### src/rtl/spi_err_pkg.sv
package spi_err_pkg;
  typedef enum logic [1:0] {
    A_CTRL = 2'd0,
    A_STAT = 2'd1,
    A_DATA = 2'd2,
    A_NONE = 2'd3
  } reg_addr_e;

  // control register bit positions
  localparam int unsigned C_EN   = 0;
  localparam int unsigned C_MSTR = 1;
  localparam int unsigned C_RXIE = 2;

  // status/configuration register bit positions
  localparam int unsigned S_RXF   = 7;
  localparam int unsigned S_ERRIE = 6;
  localparam int unsigned S_OVF   = 5;
  localparam int unsigned S_MDF   = 4;
  localparam int unsigned S_TXE   = 3;
  localparam int unsigned S_MFEN  = 2;
  localparam int unsigned S_RATE  = 0;
endpackage

### src/rtl/spi_err_clkdiv.sv
module spi_err_clkdiv #(
  parameter int unsigned RATE_W = 2
) (
  input  logic              clk,
  input  logic              rst_n,
  input  logic              run,
  input  logic [RATE_W-1:0] rate,
  output logic              tick
);
  localparam int unsigned CW = 2 * ((1 << RATE_W) - 1) + 1;

  logic [CW-1:0] cnt_q, cnt_d, half_m1;

  always_comb begin
    half_m1 = (CW'(1) << {rate, 1'b0}) - CW'(1);
    cnt_d   = cnt_q;
    tick    = 1'b0;
    if (!run) begin
      cnt_d = '0;
    end else if (cnt_q == half_m1) begin
      cnt_d = '0;
      tick  = 1'b1;
    end else begin
      cnt_d = cnt_q + CW'(1);
    end
  end

  always_ff @(posedge clk or negedge rst_n) begin
    if (!rst_n) cnt_q <= '0;
    else        cnt_q <= cnt_d;
  end
endmodule

### src/rtl/spi_err_shifter.sv
module spi_err_shifter #(
  parameter int unsigned DW = 8
) (
  input  logic          clk,
  input  logic          rst_n,
  input  logic          en,
  input  logic          master,
  input  logic          start,
  input  logic [DW-1:0] load_data,
  input  logic          tick,
  input  logic          sck_i,
  input  logic          sdi,
  input  logic          ss_n_i,
  output logic          busy,
  output logic          sck_o,
  output logic          sdo,
  output logic          slv_rdy,
  output logic          strobe_b1,
  output logic          done,
  output logic [DW-1:0] rx_byte
);
  localparam int unsigned CNT_W = $clog2(DW + 1);

  logic [DW-1:0]    sh_q, sh_d;
  logic [CNT_W-1:0] cnt_q, cnt_d;
  logic             busy_q, busy_d, sck_q, sck_d, samp_q, samp_d;
  logic             sin_q, sin_d, rdy_q, rdy_d;
  logic             rise, fall;

  always_comb begin
    rise      = master ? (tick & ~sck_q) : (sck_i & ~sin_q);
    fall      = master ? (tick &  sck_q) : (~sck_i & sin_q);
    sh_d      = sh_q;
    cnt_d     = cnt_q;
    busy_d    = busy_q;
    sck_d     = sck_q;
    samp_d    = samp_q;
    sin_d     = sck_i;
    rdy_d     = rdy_q;
    strobe_b1 = 1'b0;
    done      = 1'b0;
    if (!en) begin
      sh_d   = '0;
      cnt_d  = '0;
      busy_d = 1'b0;
      sck_d  = 1'b0;
      samp_d = 1'b0;
      rdy_d  = 1'b0;
    end else if (!busy_q) begin
      sck_d = 1'b0;
      if (ss_n_i) rdy_d = 1'b1;
      if (start) begin
        sh_d   = load_data;
        cnt_d  = '0;
        busy_d = 1'b1;
        rdy_d  = 1'b0;
      end
    end else if (!master && ss_n_i) begin
      sh_d   = '0;
      cnt_d  = '0;
      busy_d = 1'b0;
    end else if (rise && cnt_q != CNT_W'(DW)) begin
      samp_d = sdi;
      cnt_d  = cnt_q + CNT_W'(1);
      if (master) sck_d = 1'b1;
      if (cnt_q == CNT_W'(DW - 2)) strobe_b1 = 1'b1;
      if (cnt_q == CNT_W'(DW - 1)) done = 1'b1;
    end else if (fall) begin
      if (master) sck_d = 1'b0;
      if (cnt_q == CNT_W'(DW)) begin
        busy_d = 1'b0;
        cnt_d  = '0;
      end else begin
        sh_d = {sh_q[DW-2:0], samp_q};
      end
    end
  end

  always_ff @(posedge clk or negedge rst_n) begin
    if (!rst_n) begin
      sh_q   <= '0;
      cnt_q  <= '0;
      busy_q <= 1'b0;
      sck_q  <= 1'b0;
      samp_q <= 1'b0;
      sin_q  <= 1'b0;
      rdy_q  <= 1'b0;
    end else begin
      sh_q   <= sh_d;
      cnt_q  <= cnt_d;
      busy_q <= busy_d;
      sck_q  <= sck_d;
      samp_q <= samp_d;
      sin_q  <= sin_d;
      rdy_q  <= rdy_d;
    end
  end

  assign busy    = busy_q;
  assign sck_o   = sck_q;
  assign sdo     = sh_q[DW-1];
  assign slv_rdy = rdy_q;
  assign rx_byte = {sh_q[DW-2:0], sdi};
endmodule

### src/rtl/spi_err_regs.sv
module spi_err_regs
  import spi_err_pkg::*;
#(
  parameter int unsigned DW     = 8,
  parameter int unsigned RATE_W = 2
) (
  input  logic              clk,
  input  logic              rst_n,
  input  logic [1:0]        addr,
  input  logic              wr,
  input  logic              rd,
  input  logic [DW-1:0]     wdata,
  input  logic              busy,
  input  logic              start,
  input  logic              done,
  input  logic              strobe_b1,
  input  logic [DW-1:0]     rx_byte,
  input  logic              ss_n_i,
  output logic [DW-1:0]     rdata,
  output logic              en,
  output logic              master,
  output logic              rxie,
  output logic              errie,
  output logic              mfen,
  output logic [RATE_W-1:0] rate,
  output logic              txe,
  output logic [DW-1:0]     txbuf,
  output logic              rxfull,
  output logic              ovf,
  output logic              mdf,
  output logic [DW-1:0]     rx_q,
  output logic              irq
);
  logic en_q, en_d, mstr_q, mstr_d, rxie_q, rxie_d, errie_q, errie_d, mfen_q, mfen_d;
  logic rxf_q, rxf_d, ovf_q, ovf_d, mdf_q, mdf_d, txe_q, txe_d;
  logic arm_rx_q, arm_rx_d, arm_ov_q, arm_ov_d, arm_mf_q, arm_mf_d;
  logic [RATE_W-1:0] rate_q, rate_d;
  logic [DW-1:0]     txb_q, txb_d, rx_d;
  logic wr_ctrl, wr_stat, wr_data, rd_stat, rd_data, fault_m, fault_s;

  always_comb begin
    wr_ctrl = wr && (reg_addr_e'(addr) == A_CTRL);
    wr_stat = wr && (reg_addr_e'(addr) == A_STAT);
    wr_data = wr && (reg_addr_e'(addr) == A_DATA);
    rd_stat = rd && (reg_addr_e'(addr) == A_STAT);
    rd_data = rd && (reg_addr_e'(addr) == A_DATA);
    fault_m = en_q &  mstr_q & mfen_q & ~ss_n_i;
    fault_s = en_q & ~mstr_q & mfen_q & busy & ss_n_i;

    en_d = en_q; mstr_d = mstr_q; rxie_d = rxie_q;
    errie_d = errie_q; mfen_d = mfen_q; rate_d = rate_q;
    rxf_d = rxf_q; ovf_d = ovf_q; mdf_d = mdf_q; txe_d = txe_q;
    arm_rx_d = arm_rx_q; arm_ov_d = arm_ov_q; arm_mf_d = arm_mf_q;
    txb_d = txb_q; rx_d = rx_q;

    if (wr_ctrl) begin
      en_d   = wdata[C_EN];
      mstr_d = wdata[C_MSTR];
      rxie_d = wdata[C_RXIE];
      if (arm_mf_q) mdf_d = 1'b0;
      arm_mf_d = 1'b0;
    end
    if (wr_stat) begin
      errie_d = wdata[S_ERRIE];
      mfen_d  = wdata[S_MFEN];
      rate_d  = wdata[S_RATE +: RATE_W];
    end
    if (rd_stat) begin
      arm_rx_d = rxf_q;
      arm_ov_d = ovf_q;
      arm_mf_d = mdf_q;
    end
    if (rd_data) begin
      if (arm_rx_q) rxf_d = 1'b0;
      if (arm_ov_q) ovf_d = 1'b0;
      arm_rx_d = 1'b0;
      arm_ov_d = 1'b0;
    end
    if (strobe_b1 && rxf_q) ovf_d = 1'b1;
    if (done && !ovf_q) begin
      rxf_d = 1'b1;
      rx_d  = rx_byte;
    end
    if (fault_m) en_d = 1'b0;
    if (fault_m || fault_s) mdf_d = 1'b1;

    if (!en_q) begin
      txe_d = 1'b1;
    end else if (wr_data) begin
      txe_d = 1'b0;
      txb_d = wdata;
    end else if (start) begin
      txe_d = 1'b1;
    end
  end

  always_ff @(posedge clk or negedge rst_n) begin
    if (!rst_n) begin
      en_q <= 1'b0; mstr_q <= 1'b0; rxie_q <= 1'b0;
      errie_q <= 1'b0; mfen_q <= 1'b0; rate_q <= '0;
      rxf_q <= 1'b0; ovf_q <= 1'b0; mdf_q <= 1'b0; txe_q <= 1'b1;
      arm_rx_q <= 1'b0; arm_ov_q <= 1'b0; arm_mf_q <= 1'b0;
      txb_q <= '0; rx_q <= '0;
    end else begin
      en_q <= en_d; mstr_q <= mstr_d; rxie_q <= rxie_d;
      errie_q <= errie_d; mfen_q <= mfen_d; rate_q <= rate_d;
      rxf_q <= rxf_d; ovf_q <= ovf_d; mdf_q <= mdf_d; txe_q <= txe_d;
      arm_rx_q <= arm_rx_d; arm_ov_q <= arm_ov_d; arm_mf_q <= arm_mf_d;
      txb_q <= txb_d; rx_q <= rx_d;
    end
  end

  always_comb begin
    rdata = '0;
    case (reg_addr_e'(addr))
      A_CTRL: begin
        rdata[C_EN]   = en_q;
        rdata[C_MSTR] = mstr_q;
        rdata[C_RXIE] = rxie_q;
      end
      A_STAT: begin
        rdata[S_RXF]   = rxf_q;
        rdata[S_ERRIE] = errie_q;
        rdata[S_OVF]   = ovf_q;
        rdata[S_MDF]   = mdf_q;
        rdata[S_TXE]   = txe_q;
        rdata[S_MFEN]  = mfen_q;
        rdata[S_RATE +: RATE_W] = rate_q;
      end
      A_DATA:  rdata = rx_q;
      default: rdata = '0;
    endcase
  end

  assign en     = en_q;
  assign master = mstr_q;
  assign rxie   = rxie_q;
  assign errie  = errie_q;
  assign mfen   = mfen_q;
  assign rate   = rate_q;
  assign txe    = txe_q;
  assign txbuf  = txb_q;
  assign rxfull = rxf_q;
  assign ovf    = ovf_q;
  assign mdf    = mdf_q;
  assign irq    = (rxf_q & rxie_q) | (errie_q & (ovf_q | mdf_q));
endmodule

### src/rtl/spi_err_ctrl.sv
module spi_err_ctrl #(
  parameter int unsigned DW     = 8,
  parameter int unsigned RATE_W = 2
) (
  input  logic          clk,
  input  logic          rst_n,
  input  logic [1:0]    addr,
  input  logic          wr,
  input  logic          rd,
  input  logic [DW-1:0] wdata,
  output logic [DW-1:0] rdata,
  output logic          irq,
  output logic          pin_oe,
  output logic          sck_o,
  output logic          mosi_o,
  output logic          miso_o,
  input  logic          sck_i,
  input  logic          mosi_i,
  input  logic          miso_i,
  input  logic          ss_n_i
);
  logic [1:0]        rst_sync_q;
  logic              rst_n_s;
  logic              en, master, rxie, errie, mfen, txe, rxfull, ovf, mdf;
  logic [RATE_W-1:0] rate;
  logic [DW-1:0]     txbuf, rx_q, rx_byte;
  logic              busy, tick, sdo, slv_rdy, strobe_b1, done, start, sdi;

  always_ff @(posedge clk or negedge rst_n) begin
    if (!rst_n) rst_sync_q <= 2'b00;
    else        rst_sync_q <= {rst_sync_q[0], 1'b1};
  end
  assign rst_n_s = rst_sync_q[1];

  assign start = en & ~busy & (master ? ~txe : (~ss_n_i & slv_rdy));
  assign sdi   = master ? miso_i : mosi_i;

  spi_err_regs #(.DW(DW), .RATE_W(RATE_W)) u_regs (
    .clk(clk), .rst_n(rst_n_s), .addr(addr), .wr(wr), .rd(rd), .wdata(wdata),
    .busy(busy), .start(start), .done(done), .strobe_b1(strobe_b1),
    .rx_byte(rx_byte), .ss_n_i(ss_n_i), .rdata(rdata), .en(en),
    .master(master), .rxie(rxie), .errie(errie), .mfen(mfen), .rate(rate),
    .txe(txe), .txbuf(txbuf), .rxfull(rxfull), .ovf(ovf), .mdf(mdf),
    .rx_q(rx_q), .irq(irq)
  );

  spi_err_clkdiv #(.RATE_W(RATE_W)) u_div (
    .clk(clk), .rst_n(rst_n_s), .run(busy & master & en), .rate(rate), .tick(tick)
  );

  spi_err_shifter #(.DW(DW)) u_shift (
    .clk(clk), .rst_n(rst_n_s), .en(en), .master(master), .start(start),
    .load_data(txbuf), .tick(tick), .sck_i(sck_i), .sdi(sdi), .ss_n_i(ss_n_i),
    .busy(busy), .sck_o(sck_o), .sdo(sdo), .slv_rdy(slv_rdy),
    .strobe_b1(strobe_b1), .done(done), .rx_byte(rx_byte)
  );

  assign pin_oe = en;
  assign mosi_o = en &  master & sdo;
  assign miso_o = en & ~master & sdo;
endmodule

### config.mk
export PLATFORM = sky130hd
export DESIGN_NAME = spi_err_ctrl
export DESIGN_NICKNAME = d
export VERILOG_FILES = /design/src/rtl/spi_err_pkg.sv /design/src/rtl/spi_err_clkdiv.sv /design/src/rtl/spi_err_shifter.sv /design/src/rtl/spi_err_regs.sv /design/src/rtl/spi_err_ctrl.sv
export SDC_FILE = /design/constraint.sdc
export NUM_CORES = 1
export LEC_CHECK = 0
export BUFFER_PORTS_ARGS = -buffer_cell sky130_fd_sc_hd__buf_2
export CAP_MARGIN = 20
export CELL_PAD_IN_SITES_DETAIL_PLACEMENT = 1
export CELL_PAD_IN_SITES_GLOBAL_PLACEMENT = 2
export CORE_MARGIN = 2
export CORE_UTILIZATION = 41
export CTS_CLUSTER_SIZE = 14
export DETAILED_ROUTE_END_ITERATION = 7
export GPL_ROUTABILITY_DRIVEN = 0
export HOLD_SLACK_MARGIN = 0.02
export PLACE_DENSITY_LB_ADDON = 0.1
export SLEW_MARGIN = 20
export SYNTH_ARGS = -nofsm -noshare
export SYNTH_HDL_FRONTEND = slang
export SYNTH_HIERARCHICAL = 1
export SYNTH_SLANG_ARGS = --single-unit
### constraint.sdc
create_clock -name clk -period 4.1 [get_ports clk]
set_input_delay 0 -clock clk [delete_from_list [all_inputs] [get_ports clk]]
set_output_delay 0 -clock clk [all_outputs]
set_load 0.05 [all_outputs]
==> metrics.yaml, run 1 <==
final_layout:
  fin_area_um2: 3290
  nNetsFinal: 326
  fin_util: 0.490
  final_cells: 381
  area_delta_synth_final_pct: 17.1
  fillerInstances: 731
  drive_above_1_share: 0.256
  antenna_cells: 0
  seqCellArea_um2: 1400
  multiInputGateArea_um2: 1320
power_and_ir_drop:
  p_seq_frac: 0.476
  power_mw: 1.61
  p_sw_uw: 530
  comb_power_share: 0.255
  ir_drop_uv: 249
  p_int_mw: 1.08
  leakagePower_nw: 1.54
  sw_frac_of_total: 0.329
  power_density_nw_per_um2: 490
  p_clk_frac: 0.269
timing:
  setup_slack_ns: 1.01
  hold_slack_ns: 0.0569
  hold_viol: 0
  timing.fmax_mhz: 323
  worst_pin_slew_ns: 0.685
  fin_crit_ns: 3.09
  rsz0062_at_grt: "no"
  relSlewSlack: 0.544
  finalCritPeriodShare: 0.754
  setup_viol: 0
  slew_viol_final: 0
  fin_setup_tns_ns: 0
  finClkSkew_ns: 0.00865
clocking:
  cts_tree: "yes"
  ctsHtreeMaxLevel: 2
  root_buffer: "clkbuf_8"
  post_cts_resize_count: 0
  clock_path_buffers: 2
  cts_made_buffers: 5
  insertion_delay_ns: 0.31
  cts_sinks: 56
  clk_transition_reported_paths_ns: 0.10
hold_path:
  min_path_type: "in2reg"
synthesis:
  synth_cells: 255
  yosysMostFrequentCell: "dfrtp_1"
  synthTopCellsByArea: "dfrtp_1 49%, mux2_2 9.6%, ha_1 3.6%"
  synth_top_area_share: 0.490
  synth_area_per_cell_um2: 11.0
  ys_top_cells_by_count: "55 x dfrtp_1, 24 x mux2_2, 21 x nor2_1"
  synth_top_area_cell: "dfrtp_1"
  syn_area_um2: 2810
  synth_ff_type: "dfrtp_1"
  synthDistinctLibCells: 53
  yosys_warnings: 6
  ys_seq_elements: 56
  synth_edf_count: 0
  synth_nets: 281
  ys_seq_area_frac: 0.499
  synthArstFlopShare: 1.00
placed_design:
  dp_hpwl_um: 4570
  place_area_um2: 3030
  dp.cells: 361
  port_buffers: 30
  pre_cts_slack_ns: 1.01
floorplanning:
  dieArea_um2: 7530
  ios: 31
  die_h_um: 86.8
  core_um2: 6720
  die_w_um: 86.8
  row_count: 30
  initial_utilization: 0.418
status:
  status: "finished clean"
worst_setup_path:
  cp-end-kind: "flip-flop"
  critical_path_arrival_ns: 3.30
  cp-start-kind: "flip-flop"
  critical_path.startpoint: "u_regs/rate[0]$_DFFE_PN0P_"
  r2r_setup_slack_ns: 1.01
  r2r_end: "u_regs/rx_q[2]$_DFFE_PN0P_"
  path_class: "reg2reg"
  required_ns: 4.31
  r2r_cells: 12
  cp_max_fo: 9
  crit_end: "u_regs/rx_q[2]$_DFFE_PN0P_"
  regToRegStartpoint: "u_regs/rate[0]$_DFFE_PN0P_"
route:
  vias_per_cell: 5.61
  met2_length_um: 3100
  drt_wl_total_um: 6570
  firstDrtPassIters: 4
  drt-wirelength-per-cell_um: 17.2
  wl_met3_um: 149
  top_layer: "met4"
  wirelength_met1_um: 3250
  drc: 0
  drt_iter0_drc: 69
  via_count: 2137
  ant_nets: 0
global_route:
  grt_max_degree: 55
  grt_pass1_vias: 2150
  grt_pass1_wl_um: 11000
  grt_overflow: 0
  track_usage: 0.188
  antenna_found_initial: 0
flow_run:
  cap_violations: 0
placed cells by master, fill, tap and decap left out, drive strengths merged, types with 3 or more instances in the layout:
cell type / synthesis / routed
dfrtp: 55 / 55
buf: 7 / 33
mux2: 24 / 24
nor2: 21 / 21
nand2: 18 / 18
a21oi: 15 / 15
a22oi: 13 / 13
dlygate4sd3: 0 / 12
nand3: 12 / 12
inv: 10 / 11
ha: 8 / 8
nor2b: 7 / 7
nor3b: 6 / 6
and3: 6 / 6
clkbuf: 0 / 5
and2: 4 / 4
nand4: 4 / 4
o21ai: 4 / 4
xnor2: 3 / 3
a222oi: 3 / 3
sequential cells by signal, indices dropped and copies added (netlist names), 2 cells and up:
| signal | count |
|---|---|
| rst_sync_q | 2 |
| u_div/cnt_q | 7 |
| u_regs/rate | 2 |
| u_regs/rx_q | 8 |
| u_regs/txbuf | 8 |
| u_shift/cnt_q | 4 |
| u_shift/sh_q | 8 |
layout make-up:
| cell class | count | area share |
|---|---|---|
| Multi-Input combinational cell | 182 | 0.401 |
| Tap cell | 80 | 0.0304 |
| Clock buffer | 5 | 0.0209 |
| Sequential cell | 56 | 0.427 |
| Timing Repair Buffer | 45 | 0.0890 |
| Inverter | 10 | 0.0114 |
| Clock inverter | 3 | 0.0209 |
metal layers:
metal	track usage	up-vias
met3	0.0314	6
met2	0.299	31
met4	0.0469	0
met5	0	-
met1	0.270	1089
li1	-	1011
worst min path at each step:
stage | from | endpoint | slack, ns | cells past startpoint
floorplan | rst_n | rst_sync_q[0]$_DFF_PN0_ | -0.30 | 0
global placement | rst_n | rst_sync_q[0]$_DFF_PN0_ | -0.21 | 1
detailed placement | rst_n | rst_sync_q[0]$_DFF_PN0_ | -0.21 | 1
CTS | wr | u_regs/mdf$_DFFE_PN0P_ | 0.04 | 3
global route | wr | u_regs/mdf$_DFFE_PN0P_ | 0.05 | 3
finish | wr | u_regs/mdf$_DFFE_PN0P_ | 0.06 | 3
worst max-delay path: stages (launching register included):
cell     delay [ns]
dfrtp_1        0.45
a211o_1        0.31
a221o_1        0.34
a21oi_2        0.26
and2_1         0.21
nand2_2        0.08
o32ai_2        0.20
nand3_1        0.20
nor2_1         0.14
and3_1         0.16
nor2b_1        0.12
buf_4          0.18
mux2_2         0.34
power by group through the flow:
stage               registers, mW  clock network (mW)  logic, mW
floorplan                   0.763                   0      0.303
global placement            0.774                   0      0.395
detailed placement          0.777                   0      0.405
CTS                         0.766               0.457      0.415
global route                0.782               0.473      0.458
finish                      0.766               0.433      0.411
kinds of logic (layout without fill, tap and decap cells):
group / after synthesis / after routing / synth area share
compound gates: 52 / 52 / 0.135
mux: 26 / 26 / 0.103
flops: 56 / 56 / 0.499
buf+inv: 17 / 63 / 0.0316
fa+ha+maj: 8 / 8 / 0.0356
simple gates: 90 / 90 / 0.179
other cells: 1 / 1 / 0.00134
xor+xnor: 5 / 5 / 0.0156
repair_timing:
item                      in CTS  in global routing
hold endpoints to repair      20                  0
buffers inserted               0                  0
hold buffers                  12                  0
Note: power is estimated with default switching activity, not from simulation.
==> run 2, diff against run 1 <==
Settings changed: CORE_UTILIZATION 41 to 38.
Clock period 4.1 ns to 3 ns, I/O delays scaled along.
==> metrics.yaml, run 2 (synthesis results as in run 1) <==
status:
  status: "finished clean"
route:
  drc: 0  # unchanged
  drt_iter0_drc: 77  # +12%
  drt_wl_total_um: 6870  # +4.6%
  vias_per_cell: 5.28  # -5.9%
  ant_nets: 0  # unchanged
  via_count: 2154  # +0.80%
  firstDrtPassIters: 4  # unchanged
  drt-wirelength-per-cell_um: 16.8  # -2.4%
clocking:
  ctsHtreeMaxLevel: 2  # unchanged
  cts_tree: "yes"
  cts_sinks: 56  # unchanged
  insertion_delay_ns: 0.32  # about the same
  clk_transition_reported_paths_ns: 0.11  # about the same
  post_cts_buffers: 0  # unchanged
  clock_path_buffers: 2  # unchanged
  root_buffer: "clkbuf_8"
  cts_made_buffers: 5  # unchanged
power_and_ir_drop:
  sw_frac_of_total: 0.344  # +0.0146
  power_mw: 2.16  # +34%
  p_seq_frac: 0.484  # +0.008
  power_density_nw_per_um2: 643  # +31%
  leakagePower_nw: 1.57  # +1.8%
  comb_power_share: 0.280  # +0.025
  p_clk_frac: 0.236  # -0.033
  p_int_mw: 1.41  # +31%
  p_sw_uw: 741  # +40%
  ir_drop_uv: 273  # +9.7%
worst_setup_path:
  path_cells: "a211o_1 > a221o_1 > a21oi_2 > and2_1 > nand2_2 > o32ai_2 > nand3_2 > nor2_1 > and3_1 > nor2b_1 > buf_4 > mux2_2"
  cp_max_fo: 9  # unchanged
  cp-end-kind: "flip-flop"
  required_ns: 3.20  # -1.11 ns
  critical_path_arrival_ns: 3.03  # -0.27 ns
  path_class: "reg2reg"
  slowest_delay_ns: 0.44  # about the same
  cp-start-kind: "flip-flop"
  crit_slowest_cell: "dfrtp_1"
timing:
  hold_viol: 0  # unchanged
  fin_setup_tns_ns: 0  # unchanged
  rsz0062_at_grt: "no"
  setup_viol: 0  # unchanged
  fin_crit_ns: 2.82  # -0.269 ns
  relSlewSlack: 0.388  # -0.155
  worst_pin_slew_ns: 0.918  # +0.233 ns
  slew_viol_final: 0  # unchanged
  timing.fmax_mhz: 354  # +9.5%
  finClkSkew_ns: 0.0134  # +0.00478 ns
  finalCritPeriodShare: 0.941  # +0.187
placed_design:
  dp_hpwl_um: 5090  # +11%
  port_buffers: 30  # unchanged
final_layout:
  mostFrequentLayoutCells: "54 x dfrtp_1, 30 x buf_2, 24 x mux2_2"
  area_delta_synth_final_pct: 19.3
  nNetsFinal: 334  # +2.5%
  antenna_cells: 0  # unchanged
  layout_commonest_cell: "dfrtp_1"
  drive_above_1_share: 0.275  # +0.0193
  fin_util: 0.465  # -0.0250
floorplanning:
  die_h_um: 90.0  # +3.7%
  die_w_um: 90.0  # +3.7%
  initial_utilization: 0.389  # -0.0287
  dieArea_um2: 8100  # +7.5%
  core_um2: 7210  # +7.4%
  row_count: 31  # +3.3%
  ios: 31  # unchanged
global_route:
  grt_max_degree: 41  # -25%
  grt_pass1_vias: 2286  # +6.3%
  grt_pass1_wl_um: 11900  # +7.9%
  antenna_found_initial: 0  # unchanged
  track_usage: 0.183  # -0.00536
  grt_overflow: 0  # unchanged
flow_run:
  cap_violations: 0  # unchanged
hold_path:
  min_path_type: "in2reg"
run 2: cell count changes in the layout (fill, tap and decap cells not counted), sizes merged:
| cell | before | now |
|---|---|---|
| buf | 33 | 41 |
| bufinv | 2 | 1 |
| clkbuf | 5 | 6 |
run 2: final cells by class:
| class | count | area (µm²) |
|---|---|---|
| Fill cell | 806 | 3860 |
| Clock buffer | 6 | 72.6 |
| Sequential cell | 56 | 1400 |
| Clock inverter | 2 | 38.8 |
| Multi-Input combinational cell | 182 | 1320 |
| Tap cell | 99 | 124 |
| Timing Repair Buffer | 53 | 353 |
| Inverter | 10 | 37.5 |
run 2: worst max-delay path, delay by kind of cell, from the launching register on:
| kind | cells | cell delay, ns |
|---|---|---|
| AO/OA/AOI/OAI | 4 | 0.93 |
| buffers and inverters | 1 | 0.18 |
| flip-flops | 1 | 0.44 |
| multiplexers | 1 | 0.34 |
| AND/OR/NAND/NOR | 6 | 0.81 |
run 2: per-layer routing:
layer,track usage,vias up,part of all wire
met4,0.0462,0,0.0098
met2,0.305,30,0.48
met3,0.0260,7,0.021
met1,0.254,1086,0.49
met5,0,-,0
li1,-,1031,-
run 2: per-stage QoR:
step	std cells	area, µm²	setup slack [ns]	hold slack, ns
after CTS	408	3350	0.143	0.0381
after detailed placement	388	3120	0.152	-0.212
after global routing	408	3350	0.0101	0.0278
after global placement	388	3120	0.191	-0.215
final	408	3350	0.176	0.0354
after floorplan	255	2810	0.240	-0.296
run 2: worst paths after layout:
path / startpoint / endpoint / slack, ns / cells past startpoint
worst min register to register: rst_sync_q[0]$_DFF_PN0_ / rst_sync_q[1]$_DFF_PN0_ / 0.36 / 0
worst min-delay path: wr / u_regs/mdf$_DFFE_PN0P_ / 0.04 / 3
min in group asynchronous: rst_sync_q[1]$_DFF_PN0_ / u_regs/txbuf[6]$_DFFE_PN0P_ / 0.40 / 0
worst max-delay path: u_div/cnt_q[4]$_DFF_PN0_ / u_regs/rx_q[1]$_DFFE_PN0P_ / 0.18 / 12
max in group asynchronous: rst_sync_q[1]$_DFF_PN0_ / u_regs/txbuf[1]$_DFFE_PN0P_ / 1.91 / 1
worst max register to register: u_div/cnt_q[4]$_DFF_PN0_ / u_regs/rx_q[1]$_DFFE_PN0P_ / 0.18 / 12
run 2: what timing repair did:
| item | CTS | global route |
|---|---|---|
| setup endpoints to repair | 0 | 8 |
| hold buffers | 12 | 0 |
| hold endpoints to repair | 20 | 0 |
| gates resized for setup | 0 | 1 |
run 2: power by group through the flow:
stage	Sequential (mW)	Combinational (mW)	Clock (mW)
after global placement	1.05	0.576	0
after CTS	1.05	0.610	0.522
after global routing	1.07	0.672	0.560
after detailed placement	1.06	0.597	0
after floorplan	1.04	0.415	0
final	1.04	0.604	0.508
==> run 3, diff against run 2 <==
Settings changed: CORE_MARGIN 2 to unset.
Clock period 3 ns to 2.6 ns, I/O delays scaled along.
==> metrics.yaml, run 3 (synthesis results as in run 1) <==
status:
  status: "finished, violations left"
  violations: "setup timing"
worst_setup_path:
  cp-start-kind: "flip-flop"
  path_cells: "a211o_1 > a221o_1 > a21oi_2 > and2_4 > nand2_4 > o32ai_4 > nand3_2 > nor2_2 > and3_1 > nor2b_4 > buf_12 > mux2_4"
  cp-end-kind: "flip-flop"
  path_class: "reg2reg"
  cp_max_fo: 9  # unchanged
  slowest_delay_ns: 0.39  # -0.05 ns
  critical_path_arrival_ns: 2.81  # -0.22 ns
  crit_slowest_cell: "dfrtp_1"
  r2r_cells: 12  # unchanged
  required_ns: 2.80  # -0.40 ns
clocking:
  clock_path_buffers: 2  # unchanged
  ctsHtreeMaxLevel: 2  # unchanged
  clk_transition_reported_paths_ns: 0.10  # about the same
  insertion_delay_ns: 0.32  # about the same
  cts_tree: "yes"
  cts_made_buffers: 5  # unchanged
  cts_sinks: 56  # unchanged
  root_buffer: "clkbuf_8"
route:
  wirelength_met1_um: 3470  # +3.5%
  vias_per_cell: 5.13  # -2.9%
  firstDrtPassIters: 4  # unchanged
  drt_wl_total_um: 6740  # -1.9%
  drt_iter0_drc: 114  # +48%
  via_count: 2127  # -1.3%
  top_layer: "met4"
  drc: 0  # unchanged
  wl_met3_um: 148  # +2.1%
  met2_length_um: 3030  # -8.1%
  drt-wirelength-per-cell_um: 16.2  # -3.5%
  ant_nets: 0  # unchanged
hold_path:
  min_path_type: "in2reg"
  hold_depth: 3  # unchanged
floorplanning:
  dieArea_um2: 7740  # -4.4%
  initial_utilization: 0.402  # +0.0130
  die_h_um: 88.0  # -2.2%
  row_count: 30  # -3.2%
  die_w_um: 88.0  # -2.2%
  core_um2: 6980  # -3.2%
  ios: 31  # unchanged
final_layout:
  fillerInstances: 797  # -1.1%
  fin_util: 0.499  # +0.0343
  final_cells: 415  # +1.7%
  layout_commonest_cell: "dfrtp_1"
  mostFrequentLayoutCells: "54 x dfrtp_1, 30 x buf_2, 20 x buf_4, 20 x nor2_1, 17 x nand2_1"
  nNetsFinal: 344  # +3.0%
  antenna_cells: 0  # unchanged
  drive_above_1_share: 0.313  # +0.0384
  area_delta_synth_final_pct: 24.0
  fin_area_um2: 3480  # +3.9%
timing:
  finalCritPeriodShare: 1.00  # +0.0609
  finClkSkew_ns: 0.0129  # -0.000551 ns
  setup_viol: 2  # +2
  slew_viol_final: 0  # unchanged
  hold_slack_ns: 0.0634  # +0.0281 ns
  fin_crit_ns: 2.61  # -0.218 ns
  timing.fmax_mhz: 384  # +8.4%
  fin_setup_tns_ns: -0.00730  # -0.00730 ns
  relSlewSlack: 0.528  # +0.140
  hold_viol: 0  # unchanged
  rsz0062_at_grt: "yes"
  worst_pin_slew_ns: 0.708  # -0.209 ns
  setup_slack_ns: -0.00575  # -0.182 ns
placed_design:
  port_buffers: 30  # unchanged
  dp.cells: 393  # +1.3%
  place_area_um2: 3250  # +4.2%
  pre_cts_slack_ns: 0.0159  # -0.136 ns
  dp_hpwl_um: 4910  # -3.5%
flow_run:
  cap_violations: 0  # unchanged
power_and_ir_drop:
  power_density_nw_per_um2: 693  # +7.8%
  ir_drop_uv: 452  # +65%
  leakagePower_nw: 1.63  # +3.9%
  power_mw: 2.41  # +12%
global_route:
  grt_overflow: 0  # unchanged
  antenna_found_initial: 0  # unchanged
  grt_max_degree: 55  # +34%
  grt_pass1_vias: 2133  # -6.7%
  track_usage: 0.193  # +0.0103
  grt_pass1_wl_um: 11200  # -6.0%
==> run 3: critical path, delay by kind of cell, from the launching register on <==
| family | cells | cell delay (ns) |
|---|---|---|
| multiplexers | 1 | 0.29 |
| flip-flops | 1 | 0.39 |
| AO/OA/AOI/OAI | 4 | 0.89 |
| AND/OR/NAND/NOR | 6 | 0.79 |
| buffers and inverters | 1 | 0.14 |
==> run 3: cell type report <==
cell class	count	area, µm²	share of cell area
Timing Repair Buffer	63	440	0.126
Sequential cell	56	1400	0.403
Clock buffer	5	68.8	0.0198
Multi-Input combinational cell	182	1390	0.398
Tap cell	96	120	0.0345
Clock inverter	3	25.0	0.00718
Inverter	10	37.5	0.0108
==> run 3: power breakdown <==
group | leakage [nW] | switching [mW] | internal [mW]
Clock | 0.0452 | 0.309 | 0.197
Combinational | 0.873 | 0.409 | 0.309
Sequential | 0.716 | 0.138 | 1.05
Total | 1.63 | 0.856 | 1.56
==> run 3: final timing paths <==
path                                            startpoint                           to  slack (ns)
worst max-delay path            u_regs/rate[1]$_DFFE_PN0P_   u_regs/rx_q[2]$_DFFE_PN0P_      -0.006
worst min-delay path                                ss_n_i  u_shift/slv_rdy$_DFFE_PN0P_        0.06
min in group asynchronous          rst_sync_q[1]$_DFF_PN0_  u_shift/sh_q[5]$_DFFE_PN0P_        0.40
max in group asynchronous          rst_sync_q[1]$_DFF_PN0_        u_regs/en$_DFFE_PN0P_        1.72
worst min register to register     rst_sync_q[0]$_DFF_PN0_      rst_sync_q[1]$_DFF_PN0_        0.36
worst max register to register  u_regs/rate[1]$_DFFE_PN0P_   u_regs/rx_q[2]$_DFFE_PN0P_      -0.006
==> run 3: timing repair <==
action,CTS,global route
hold buffers,12,0
buffers inserted,1,1
gates resized for setup,0,2
pin swaps,1,0
setup endpoints to repair,8,8
endpoints found under the hold margin,20,0
==> run 3: layer usage <==
metal / global-route usage / up-vias
met5: 0 / -
met4: 0.0671 / 0
met3: 0.0292 / 7
met2: 0.287 / 28
met1: 0.287 / 1041
li1: - / 1051
